### config.mk
export PLATFORM = sky130hd
export DESIGN_NAME = demod_status_irq
export DESIGN_NICKNAME = d
export VERILOG_FILES = /design/src/rtl/dsi_pkg.sv /design/src/rtl/dsi_lock_track.sv /design/src/rtl/dsi_tps_watch.sv /design/src/rtl/dsi_rd_port.sv /design/src/rtl/demod_status_irq.sv
export SDC_FILE = /design/constraint.sdc
export NUM_CORES = 1
export LEC_CHECK = 0
export CAP_MARGIN = 10
export CORE_ASPECT_RATIO = 0.6
export CORE_MARGIN = 10
export CORE_UTILIZATION = 65
export CTS_BUF_LIST = sky130_fd_sc_hd__clkbuf_4 sky130_fd_sc_hd__clkbuf_8
export DETAILED_ROUTE_END_ITERATION = 10
export DONT_BUFFER_PORTS = 1
export GPL_TIMING_DRIVEN = 0
export PLACE_DENSITY = 0.81
export SLEW_MARGIN = 20
export SYNTH_ARGS = -nofsm -noshare
export SYNTH_HDL_FRONTEND = slang
export SYNTH_SLANG_ARGS = --single-unit
### constraint.sdc
create_clock -name clk -period 1.7 [get_ports clk]
set_clock_uncertainty 0.2 [all_clocks]
set_input_delay 0.255 -clock clk [delete_from_list [all_inputs] [get_ports clk]]
set_output_delay 0.255 -clock clk [all_outputs]
set_load 0.01 [all_outputs]
### src/rtl/dsi_pkg.sv
`timescale 1ns/1ps
package dsi_pkg;
    localparam int LOCK_N      = 5;
    localparam int LK_FRAME    = 0;
    localparam int LK_FREQ     = 1;
    localparam int LK_START    = 2;
    localparam int LK_SCLK     = 3;
    localparam int LK_TPS      = 4;
    localparam int ST_SYNC_BIT = 5;
    localparam int ST_TPS_BIT  = 6;
    localparam int RA_STATUS   = 0;
    localparam int RA_TPS      = 1;

    typedef logic [LOCK_N-1:0] lock_vec_t;
endpackage

### src/rtl/dsi_lock_track.sv
`timescale 1ns/1ps
module dsi_lock_track
    import dsi_pkg::*;
(
    input  logic      clk,
    input  logic      rst_n,
    input  lock_vec_t lock_i,
    input  logic      clr_i,
    output lock_vec_t lock_o,
    output logic      evt_o
);
    typedef struct packed {
        lock_vec_t lock;
        logic      evt;
    } lk_state_t;

    lk_state_t st_d, st_q;

    always_comb begin
        st_d      = st_q;
        st_d.lock = lock_i;
        if (clr_i) begin
            st_d.evt = 1'b0;
        end
        // a new value wins over a clearing read in the same cycle
        if (lock_i != st_q.lock) begin
            st_d.evt = 1'b1;
        end
    end

    always_ff @(posedge clk) begin
        if (!rst_n) begin
            st_q <= '0;
        end else begin
            st_q <= st_d;
        end
    end

    assign lock_o = st_q.lock;
    assign evt_o  = st_q.evt;
endmodule

### src/rtl/dsi_tps_watch.sv
`timescale 1ns/1ps
module dsi_tps_watch #(
    parameter int TPS_W  = 16,
    parameter int FN_LSB = 0,
    parameter int FN_W   = 2
) (
    input  logic             clk,
    input  logic             rst_n,
    input  logic [TPS_W-1:0] tps_i,
    input  logic             bch_ok_i,
    input  logic             frame_stb_i,
    input  logic             clr_i,
    output logic [TPS_W-1:0] held_o,
    output logic             chg_o
);
    typedef struct packed {
        logic [TPS_W-1:0] held;
        logic             chg;
    } tw_state_t;

    tw_state_t        st_d, st_q;
    logic [TPS_W-1:0] cmp_mask;
    logic             take;
    logic             differs;

    generate
        if (FN_W > 0) begin : g_fn_mask
            localparam logic [TPS_W-1:0] FN_ONES = {{(TPS_W-FN_W){1'b0}}, {FN_W{1'b1}}};
            assign cmp_mask = ~(FN_ONES << FN_LSB);
        end else begin : g_no_fn
            assign cmp_mask = '1;
        end
    endgenerate

    assign take    = frame_stb_i && bch_ok_i;
    assign differs = |((tps_i ^ st_q.held) & cmp_mask);

    always_comb begin
        st_d = st_q;
        if (clr_i) begin
            st_d.chg = 1'b0;
        end
        if (take) begin
            st_d.held = tps_i;
            if (differs) begin
                st_d.chg = 1'b1;
            end
        end
    end

    always_ff @(posedge clk) begin
        if (!rst_n) begin
            st_q <= '0;
        end else begin
            st_q <= st_d;
        end
    end

    assign held_o = st_q.held;
    assign chg_o  = st_q.chg;
endmodule

### src/rtl/dsi_rd_port.sv
`timescale 1ns/1ps
module dsi_rd_port
    import dsi_pkg::*;
#(
    parameter int DATA_W = 16,
    parameter int ADDR_W = 2,
    parameter int TPS_W  = 16
) (
    input  logic              clk,
    input  logic              rst_n,
    input  logic              rd_stb_i,
    input  logic [ADDR_W-1:0] rd_addr_i,
    input  lock_vec_t         lock_i,
    input  logic              sync_evt_i,
    input  logic              tps_evt_i,
    input  logic [TPS_W-1:0]  held_i,
    output logic [DATA_W-1:0] rd_data_o,
    output logic              clr_o
);
    typedef struct packed {
        logic [DATA_W-1:0] data;
    } rp_state_t;

    rp_state_t         st_d, st_q;
    logic [DATA_W-1:0] status_w;
    logic [DATA_W-1:0] tps_w;

    always_comb begin
        status_w                 = '0;
        status_w[LOCK_N-1:0]     = lock_i;
        status_w[ST_SYNC_BIT]    = sync_evt_i;
        status_w[ST_TPS_BIT]     = tps_evt_i;
        tps_w                    = '0;
        tps_w[TPS_W-1:0]         = held_i;
    end

    always_comb begin
        st_d = st_q;
        if (rd_stb_i) begin
            if (rd_addr_i == ADDR_W'(RA_STATUS)) begin
                st_d.data = status_w;
            end else if (rd_addr_i == ADDR_W'(RA_TPS)) begin
                st_d.data = tps_w;
            end else begin
                st_d.data = '0;
            end
        end
    end

    always_ff @(posedge clk) begin
        if (!rst_n) begin
            st_q <= '0;
        end else begin
            st_q <= st_d;
        end
    end

    assign rd_data_o = st_q.data;
    assign clr_o     = rd_stb_i && (rd_addr_i == ADDR_W'(RA_STATUS));
endmodule

### src/rtl/demod_status_irq.sv
`timescale 1ns/1ps
module demod_status_irq
    import dsi_pkg::*;
#(
    parameter int TPS_W  = 16,
    parameter int FN_LSB = 0,
    parameter int FN_W   = 2,
    parameter int DATA_W = 16,
    parameter int ADDR_W = 2
) (
    input  logic              clk,
    input  logic              rst_n,
    input  logic [4:0]        lock_i,
    input  logic [TPS_W-1:0]  tps_word_i,
    input  logic              tps_bch_ok_i,
    input  logic              frame_stb_i,
    input  logic              rd_stb_i,
    input  logic [ADDR_W-1:0] rd_addr_i,
    output logic [DATA_W-1:0] rd_data_o,
    output logic              irq_o,
    output logic              sync_chg_o
);
    lock_vec_t        lock_q;
    logic             sync_evt;
    logic             tps_evt;
    logic [TPS_W-1:0] held;
    logic             rd_clr;

    dsi_lock_track u_lock (
        .clk    (clk),
        .rst_n  (rst_n),
        .lock_i (lock_i),
        .clr_i  (rd_clr),
        .lock_o (lock_q),
        .evt_o  (sync_evt)
    );

    dsi_tps_watch #(
        .TPS_W  (TPS_W),
        .FN_LSB (FN_LSB),
        .FN_W   (FN_W)
    ) u_tps (
        .clk         (clk),
        .rst_n       (rst_n),
        .tps_i       (tps_word_i),
        .bch_ok_i    (tps_bch_ok_i),
        .frame_stb_i (frame_stb_i),
        .clr_i       (rd_clr),
        .held_o      (held),
        .chg_o       (tps_evt)
    );

    dsi_rd_port #(
        .DATA_W (DATA_W),
        .ADDR_W (ADDR_W),
        .TPS_W  (TPS_W)
    ) u_rd (
        .clk        (clk),
        .rst_n      (rst_n),
        .rd_stb_i   (rd_stb_i),
        .rd_addr_i  (rd_addr_i),
        .lock_i     (lock_q),
        .sync_evt_i (sync_evt),
        .tps_evt_i  (tps_evt),
        .held_i     (held),
        .rd_data_o  (rd_data_o),
        .clr_o      (rd_clr)
    );

    assign irq_o      = tps_evt;
    assign sync_chg_o = sync_evt;
endmodule

==> metrics.txt, run 1 <==
# TYPE chip_impl_metric gauge
chip_impl_info{name="outcome",value="complete, no violations"} 1
chip_impl_metric{name="drtIter0Drc",unit=""} 85
chip_impl_metric{name="placed_cells",unit=""} 223
chip_impl_metric{name="number_of_cells_upsized_or_downsized_after_cts",unit=""} 0
chip_impl_metric{name="initial_core_util",unit=""} 0.682
chip_impl_metric{name="grt_max_degree",unit=""} 12
chip_impl_metric{name="syn_to_final_growth",unit="%"} 20.7
chip_impl_metric{name="grt.total_usage",unit=""} 0.189
chip_impl_info{name="cp-end-kind",value="flip-flop"} 1
chip_impl_metric{name="register_cell_area_after_layout",unit="um^2"} 781
chip_impl_info{name="r2r_start",value="u_tps.held_o[8]$_SDFFE_PN0P_"} 1
chip_impl_metric{name="synth_edf_count",unit=""} 0
chip_impl_info{name="crit_path_start_kind",value="flip-flop"} 1
chip_impl_metric{name="report.power.total",unit="uW"} 1890
chip_impl_metric{name="tritoncts_num_sinks",unit=""} 39
chip_impl_metric{name="rows",unit=""} 14
chip_impl_metric{name="first_pass_iters",unit=""} 5
chip_impl_info{name="synth_most_common_cell",value="sky130_fd_sc_hd__dfxtp_1"} 1
chip_impl_metric{name="setup_violations",unit=""} 0
chip_impl_metric{name="synthArstFlopShare",unit=""} 0
chip_impl_metric{name="fp.dieH",unit="um"} 59.7
chip_impl_metric{name="route.antenna.remaining_nets",unit=""} 0
chip_impl_metric{name="number_of_primary_i_o_pins",unit=""} 46
chip_impl_metric{name="total_nets_after_synthesis",unit=""} 219
chip_impl_metric{name="fp.dieW",unit="um"} 86.2
chip_impl_metric{name="clkTransAtPathRegs",unit="ns"} 0.08
chip_impl_info{name="cell_at_the_root_of_the_clock_tree",value="sky130_fd_sc_hd__clkbuf_8"} 1
chip_impl_metric{name="grt_first_pass_wirelength",unit="mm"} 7.47
chip_impl_metric{name="cts-htree-levels",unit=""} 2
chip_impl_metric{name="vias_per_cell",unit=""} 5.69
chip_impl_metric{name="core-area",unit="mm^2"} 0.00250
chip_impl_metric{name="place.detailed.hpwl",unit="mm"} 3.13
chip_impl_metric{name="remaining_global_route_overflow",unit=""} 0
chip_impl_info{name="synth_largest_area_cell",value="sky130_fd_sc_hd__dfxtp_1"} 1
chip_impl_metric{name="synthesis.yosys.warnings",unit=""} 0
chip_impl_metric{name="reg2reg_setup_slack",unit="ns"} 0.41
chip_impl_info{name="holdCritPathClass",value="in2reg"} 1
chip_impl_metric{name="nNetsFinal",unit=""} 247
chip_impl_metric{name="postCtsHoldBufs",unit=""} 21
chip_impl_metric{name="max_stage_delay",unit="ns"} 0.35
chip_impl_metric{name="routabilityCongestion",unit=""} 0.808
chip_impl_metric{name="total_power_per_unit_cell_area",unit="mW/mm^2"} 915
chip_impl_info{name="tritoncts",value="built"} 1
chip_impl_info{name="rsz0062_at_grt",value="false"} 1
chip_impl_metric{name="worst_path_arrival_time",unit="ns"} 1.26
chip_impl_metric{name="cp_max_fo",unit=""} 3
chip_impl_metric{name="ir_worst_vdd",unit="mV"} 0.644
chip_impl_metric{name="synth-seq-cells",unit=""} 39
chip_impl_metric{name="synth_top_area_frac",unit=""} 0.457
chip_impl_metric{name="avgSynthCellArea",unit="um^2"} 8.94
chip_impl_metric{name="synth_cell_type_count",unit=""} 26
chip_impl_metric{name="slew_headroom",unit=""} 0.690
chip_impl_metric{name="vias",unit=""} 1435
chip_impl_metric{name="n_antenna_cell",unit=""} 0
chip_impl_info{name="min_delay_worst_endpoint",value="u_lock.evt_o$_SDFFE_PN0P_"} 1
chip_impl_metric{name="post_route_cells_drive_above_1_share",unit=""} 0.0636
chip_impl_metric{name="die-area",unit="mm^2"} 0.00515
chip_impl_metric{name="netlist_area",unit="mm^2"} 0.00171
chip_impl_metric{name="total_leakage_power",unit="uW"} 0.000822
chip_impl_metric{name="final.setup.tns",unit="ns"} 0
chip_impl_metric{name="post_dr_wirelength_cell",unit="um"} 18.6
chip_impl_metric{name="max_freq",unit="MHz"} 774
chip_impl_metric{name="insertion_delay",unit="ns"} 0.30
chip_impl_metric{name="numPortBuffers",unit=""} 0
chip_impl_metric{name="ys_seq_area_frac",unit=""} 0.457
chip_impl_metric{name="holdPathStages",unit=""} 3
chip_impl_info{name="hold_start",value="lock_i[4]"} 1
chip_impl_metric{name="required",unit="ns"} 1.67
chip_impl_metric{name="tritoncts.num_buffers",unit=""} 5
chip_impl_metric{name="timing_worst_slew_pin_value",unit="ns"} 0.466
chip_impl_metric{name="drc",unit=""} 0
chip_impl_metric{name="post_cts_repair_setup_buffers",unit=""} 0
chip_impl_metric{name="total_wirelength",unit="mm"} 4.69
chip_impl_metric{name="number_of_antenna_violations_at_the_first_check_in_global_routing",unit=""} 0
chip_impl_info{name="cp_cell_sequence",value="xor2_1, nor4_1, a31oi_1"} 1
chip_impl_metric{name="maxSlewViolCount",unit=""} 0
chip_impl_metric{name="fillerInstances",unit=""} 159
chip_impl_metric{name="final_cell_count_no_fill",unit=""} 252
chip_impl_metric{name="cts_buffer_depth",unit=""} 2
chip_impl_metric{name="finalHoldViolations",unit=""} 0
chip_impl_metric{name="first_global_vias",unit=""} 1499
chip_impl_metric{name="cap_viol_max_count",unit=""} 0
chip_impl_metric{name="final_period_minus_worst_setup_slack",unit="ns"} 1.29
chip_impl_info{name="critPathKind",value="reg2reg"} 1
chip_impl_info{name="synth.cells.most_frequent",value="sky130_fd_sc_hd__dfxtp_1, sky130_fd_sc_hd__nand2_1, sky130_fd_sc_hd__a21boi_1, sky130_fd_sc_hd__and2_1, sky130_fd_sc_hd__xor2_1"} 1
chip_impl_metric{name="area_of_the_multi_input_gates",unit="um^2"} 848
chip_impl_info{name="post_synth_main_area_contributors",value="sky130_fd_sc_hd__dfxtp_1, sky130_fd_sc_hd__nand2_1, sky130_fd_sc_hd__a21boi_1"} 1
chip_impl_metric{name="ff2ff_path_depth",unit=""} 3
chip_impl_metric{name="fin_crit_sh",unit=""} 0.760
chip_impl_info{name="postSynth.topFlopCell",value="sky130_fd_sc_hd__dfxtp_1"} 1
chip_impl_info{name="worst_path_max_delay_cell",value="sky130_fd_sc_hd__dfxtp_1"} 1
chip_impl_metric{name="netlist_instances",unit=""} 191
chip_impl_info{name="worstReg2RegEnd",value="u_tps.chg_o$_SDFF_PN0_"} 1
## stage by stage
step / utilization / area [um^2] / hold slack, ns / setup WS [ns]
finish: 0.823 / 2060 / 0.0566 / 0.407
global route: 0.823 / 2060 / 0.0520 / 0.295
CTS: 0.823 / 2060 / 0.0527 / 0.416
detailed placement: 0.698 / 1750 / 0.181 / 0.211
global placement: 0.698 / 1750 / 0.177 / 0.279
floorplan: - / 1710 / 0.177 / 0.336
## cell type report
cell class | instances | share of cell area
plain buffers | 10 | 0.0237
inverters | 8 | 0.0146
multi-input cells | 134 | 0.411
flip-flops and latches | 39 | 0.379
well taps | 32 | 0.0194
clock buffers | 8 | 0.0504
repair buffers | 21 | 0.102
## registers in the layout (all words and copies together), names as in the netlist
signal	count
u_lock.evt_o	1
u_rd.rd_data_o	16
u_lock.lock_o	5
u_tps.chg_o	1
u_tps.held_o	16
## cells in the final DEF, fill, tap and decap left out, types with 3 or more instances in the layout
master	count
sky130_fd_sc_hd__dfxtp_1	39
sky130_fd_sc_hd__nand2_1	33
sky130_fd_sc_hd__dlygate4sd3_1	21
sky130_fd_sc_hd__a21boi_1	16
sky130_fd_sc_hd__and2_1	13
sky130_fd_sc_hd__xor2_1	13
sky130_fd_sc_hd__nor2b_1	12
sky130_fd_sc_hd__a21oi_1	9
sky130_fd_sc_hd__inv_1	7
sky130_fd_sc_hd__mux2i_1	7
sky130_fd_sc_hd__o22ai_1	7
sky130_fd_sc_hd__clkbuf_8	7
sky130_fd_sc_hd__clkbuf_1	6
sky130_fd_sc_hd__and2b_1	6
sky130_fd_sc_hd__xnor2_1	6
sky130_fd_sc_hd__buf_2	3
sky130_fd_sc_hd__nor4_1	3
## worst max-delay path by stage
stage | from | end | slack, ns | cells past startpoint
after detailed placement | rd_addr_i[0] | u_rd.rd_data_o[9]$_SDFFE_PN0P_ | 0.21 | 5
after floorplan | rd_addr_i[1] | u_tps.chg_o$_SDFF_PN0_ | 0.34 | 5
after CTS | u_tps.held_o[8]$_SDFFE_PN0P_ | u_tps.chg_o$_SDFF_PN0_ | 0.42 | 3
final | u_tps.held_o[8]$_SDFFE_PN0P_ | u_tps.chg_o$_SDFF_PN0_ | 0.41 | 3
after global placement | rd_addr_i[1] | u_tps.chg_o$_SDFF_PN0_ | 0.28 | 5
after global routing | u_tps.held_o[13]$_SDFFE_PN0P_ | u_tps.chg_o$_SDFF_PN0_ | 0.30 | 4
## layer usage
layer,part of all wire,track usage,vias to the layer above
met5,0,0,-
met4,0.017,0.0874,0
met3,0.10,0.0923,9
met2,0.46,0.307,65
met1,0.42,0.208,684
li1,-,-,677
## logic make-up (layout without fill, tap and decap cells)
logic type | Yosys count | count (layout) | synth area share
DFF | 39 | 39 | 0.457
and+or+nand+nor | 71 | 71 | 0.215
buffers and inverters | 18 | 47 | 0.0462
muxes | 7 | 7 | 0.0410
AOI/OAI and AO/OA | 37 | 37 | 0.143
xor gates and xnor gates | 19 | 19 | 0.0974
## report_power, final
group	switching [uW]	leakage [uW]	total (uW)	internal, uW
clock	324	0.0000549	710	386
combinational	93.8	0.000448	199	105
sequential	32.1	0.000318	978	946
## critical path, delay by kind of cell (launching register included)
kind	cells	cell delay, ns
AO/OA/AOI/OAI	1	0.13
AND/OR/NAND/NOR	1	0.32
flip-flops	1	0.35
XOR/XNOR	1	0.17
No activity file was read; power rests on OpenSTA's default activity.
==> inputs of run 2 (changes only) <==
==> constraint.sdc (replaced) <==
create_clock -name clk -period 1.2 [get_ports clk]
set_clock_uncertainty 0.2 [all_clocks]
set_input_delay 0.18 -clock clk [delete_from_list [all_inputs] [get_ports clk]]
set_output_delay 0.18 -clock clk [all_outputs]
set_load 0.01 [all_outputs]
==> metrics.txt, run 2 (synthesized netlist as in run 1, its figures left out) <==
# TYPE chip_impl_metric gauge
chip_impl_metric{name="cap_viol_max_count",unit=""} 0
chip_impl_metric{name="postCtsHoldBufs",unit=""} 17
chip_impl_metric{name="finalHoldViolations",unit=""} 5
chip_impl_metric{name="vias_per_cell",unit=""} 5.82
chip_impl_metric{name="first_global_vias",unit=""} 1463
chip_impl_metric{name="clkTransAtPathRegs",unit="ns"} 0.08
chip_impl_metric{name="fin_crit_sh",unit=""} 1.03
chip_impl_info{name="cp-end-kind",value="flip-flop"} 1
chip_impl_metric{name="switching_power",unit="uW"} 656
chip_impl_metric{name="holdPathStages",unit=""} 1
chip_impl_metric{name="routabilityCongestion",unit=""} 0.763
chip_impl_metric{name="remaining_global_route_overflow",unit=""} 0
chip_impl_info{name="critPathKind",value="reg2reg"} 1
chip_impl_metric{name="fin_hold_ws",unit="ns"} -0.193
chip_impl_metric{name="initial_core_util",unit=""} 0.682
chip_impl_metric{name="slew_headroom",unit=""} 0.692
chip_impl_metric{name="number_of_antenna_violations_at_the_first_check_in_global_routing",unit=""} 0
chip_impl_info{name="tritoncts",value="built"} 1
chip_impl_metric{name="maxSlewViolCount",unit=""} 0
chip_impl_info{name="rsz0062_at_grt",value="true"} 1
chip_impl_metric{name="total_leakage_power",unit="uW"} 0.000856
chip_impl_metric{name="drtIter0Drc",unit=""} 129
chip_impl_metric{name="clkPwrFrac",unit=""} 0.352
chip_impl_info{name="layout_commonest_cell",value="sky130_fd_sc_hd__nand2_1"} 1
chip_impl_metric{name="cp_max_fo",unit=""} 2
chip_impl_metric{name="setup_violations",unit=""} 1
chip_impl_metric{name="report.power.total",unit="uW"} 2610
chip_impl_metric{name="reg2reg_setup_slack",unit="ns"} -0.04
chip_impl_metric{name="max_freq",unit="MHz"} 806
chip_impl_info{name="layout_common_cells",value="sky130_fd_sc_hd__nand2_1, sky130_fd_sc_hd__dfxtp_1, sky130_fd_sc_hd__dlygate4sd3_1"} 1
chip_impl_info{name="worst_path_max_delay_cell",value="sky130_fd_sc_hd__dfxtp_2"} 1
chip_impl_metric{name="post_route_cells_drive_above_1_share",unit=""} 0.180
chip_impl_metric{name="cts_buffer_depth",unit=""} 2
chip_impl_info{name="hold_start",value="lock_i[0]"} 1
chip_impl_metric{name="power_switching_share",unit=""} 0.251
chip_impl_metric{name="syn_to_final_growth",unit="%"} 23.8
chip_impl_metric{name="numPortBuffers",unit=""} 0
chip_impl_metric{name="final_period_minus_worst_setup_slack",unit="ns"} 1.24
chip_impl_metric{name="ff2ff_path_depth",unit=""} 3
chip_impl_metric{name="grt_first_pass_wirelength",unit="mm"} 7.16
chip_impl_metric{name="fp.dieW",unit="um"} 86.2
chip_impl_metric{name="fp.dieH",unit="um"} 59.7
chip_impl_metric{name="tritoncts.num_buffers",unit=""} 5
chip_impl_metric{name="max_stage_delay",unit="ns"} 0.33
chip_impl_metric{name="grt_max_degree",unit=""} 12
chip_impl_metric{name="rows",unit=""} 14
chip_impl_metric{name="worst_path_arrival_time",unit="ns"} 1.21
chip_impl_metric{name="total_power_per_unit_cell_area",unit="mW/mm^2"} 1240
chip_impl_info{name="violations",value="negative hold slack, negative setup slack"} 1
chip_impl_info{name="holdCritPathClass",value="in2reg"} 1
chip_impl_info{name="min_delay_worst_endpoint",value="u_lock.lock_o[0]$_SDFF_PN0_"} 1
chip_impl_metric{name="tritoncts_num_sinks",unit=""} 39
chip_impl_metric{name="route.antenna.remaining_nets",unit=""} 0
chip_impl_metric{name="final.setup.worst_slack",unit="ns"} -0.0412
chip_impl_metric{name="final.setup.tns",unit="ns"} -0.0412
chip_impl_metric{name="timing_worst_slew_pin_value",unit="ns"} 0.463
chip_impl_metric{name="post_dr_wirelength_cell",unit="um"} 18.9
chip_impl_info{name="cell_at_the_root_of_the_clock_tree",value="sky130_fd_sc_hd__clkbuf_8"} 1
chip_impl_metric{name="grt.total_usage",unit=""} 0.181
chip_impl_metric{name="n_antenna_cell",unit=""} 0
chip_impl_metric{name="number_of_primary_i_o_pins",unit=""} 46
chip_impl_metric{name="place.detailed.hpwl",unit="mm"} 3.12
chip_impl_metric{name="pwr-share-seq",unit=""} 0.531
chip_impl_metric{name="die-area",unit="mm^2"} 0.00515
chip_impl_info{name="cp_cell_sequence",value="xor2_1, nor4_1, a31oi_1"} 1
chip_impl_metric{name="total_wirelength",unit="mm"} 4.79
chip_impl_metric{name="ir_worst_vdd",unit="mV"} 0.950
chip_impl_metric{name="finalCoreUtilization",unit=""} 0.844
chip_impl_metric{name="cts-htree-levels",unit=""} 2
chip_impl_metric{name="required",unit="ns"} 1.17
chip_impl_metric{name="insertion_delay",unit="ns"} 0.30
chip_impl_info{name="r2r_start",value="u_tps.held_o[3]$_SDFFE_PN0P_"} 1
chip_impl_info{name="outcome",value="complete, but fails checks"} 1
chip_impl_metric{name="place_ws",unit="ns"} -0.183
chip_impl_metric{name="power_frac_comb",unit=""} 0.117
chip_impl_metric{name="vias",unit=""} 1479
chip_impl_metric{name="drc",unit=""} 0
chip_impl_metric{name="nNetsFinal",unit=""} 249
chip_impl_info{name="worstReg2RegEnd",value="u_tps.chg_o$_SDFF_PN0_"} 1
chip_impl_metric{name="first_pass_iters",unit=""} 4
chip_impl_metric{name="core-area",unit="mm^2"} 0.00250
chip_impl_info{name="crit_path_start_kind",value="flip-flop"} 1
chip_impl_metric{name="internal_power",unit="uW"} 1960
-- run 2: cell types whose count changed in the layout (fill, tap and decap cells not counted), moves of 2 or more --
cell,before,now
sky130_fd_sc_hd__clkbuf_1,6,4
sky130_fd_sc_hd__dfxtp_1,39,27
sky130_fd_sc_hd__nor4_1,3,1
sky130_fd_sc_hd__clkbuf_8,7,5
sky130_fd_sc_hd__buf_4,0,6
sky130_fd_sc_hd__nor4_2,0,2
sky130_fd_sc_hd__xnor2_2,0,2
sky130_fd_sc_hd__xnor2_1,6,4
sky130_fd_sc_hd__dfxtp_2,0,12
sky130_fd_sc_hd__dlygate4sd3_1,21,17
-- run 2: how the worst max path moves through the flow --
stage / from / endpoint / slack (ns)
4_1_cts: u_tps.held_o[6]$_SDFFE_PN0P_ / u_tps.chg_o$_SDFF_PN0_ / -0.02
5_1_grt: u_tps.held_o[13]$_SDFFE_PN0P_ / u_tps.chg_o$_SDFF_PN0_ / -0.1
3_5_place_dp: frame_stb_i / u_tps.held_o[1]$_SDFFE_PN0P_ / -0.18
6_report: u_tps.held_o[3]$_SDFFE_PN0P_ / u_tps.chg_o$_SDFF_PN0_ / -0.04
2_1_floorplan: rd_addr_i[1] / u_lock.evt_o$_SDFFE_PN0P_ / -0.02
3_3_place_gp: rd_addr_i[0] / u_rd.rd_data_o[14]$_SDFFE_PN0P_ / -0.15
-- run 2: cell type report --
type                            instances  area [um^2]
Sequential cell                        39          796
Timing Repair Buffer                   24          226
Fill cell                             139          390
Inverter                                8         30.0
Clock inverter                          1         5.00
Tap cell                               32         40.0
Multi-Input combinational cell        134          887
Clock buffer                            7         83.8
Buffer                                  9         46.3
-- run 2: repair_timing --
item	in CTS	in global routing
pin swaps	11	5
gates resized for setup	9	8
setup endpoints to repair	2	5
endpoints found under the hold margin	22	5
cloned	0	0
setup buffers	6	1
-- run 2: routing by layer --
metal	GRT usage	up-vias	wire length, um
li1	-	682	-
met1	0.201	708	1920
met2	0.289	78	2240
met3	0.102	11	562
met4	0.0644	0	72
met5	0	-	0
-- run 2: worst max-delay path, delay by kind of cell, from the launching register on --
family	cells	cell delay [ns]
AND/OR/NAND/NOR	1	0.30
AO/OA/AOI/OAI	1	0.12
XOR/XNOR	1	0.16
flip-flops	1	0.33
-- run 2: per-stage QoR --
step	hold slack (ns)	cell area, um^2	std cells
final	-0.193	2110	254
after global routing	-0.196	2110	254
after CTS	-0.202	2090	254
after detailed placement	0.105	1760	223
after global placement	0.102	1760	223
after floorplan	0.102	1720	191
-- run 2: power groups by stage --
stage	clock network [uW]	registers (uW)	logic (uW)
floorplan	0	1400	177
global placement	0	1410	212
detailed placement	0	1410	221
CTS	912	1380	289
global route	977	1390	329
finish	921	1390	306
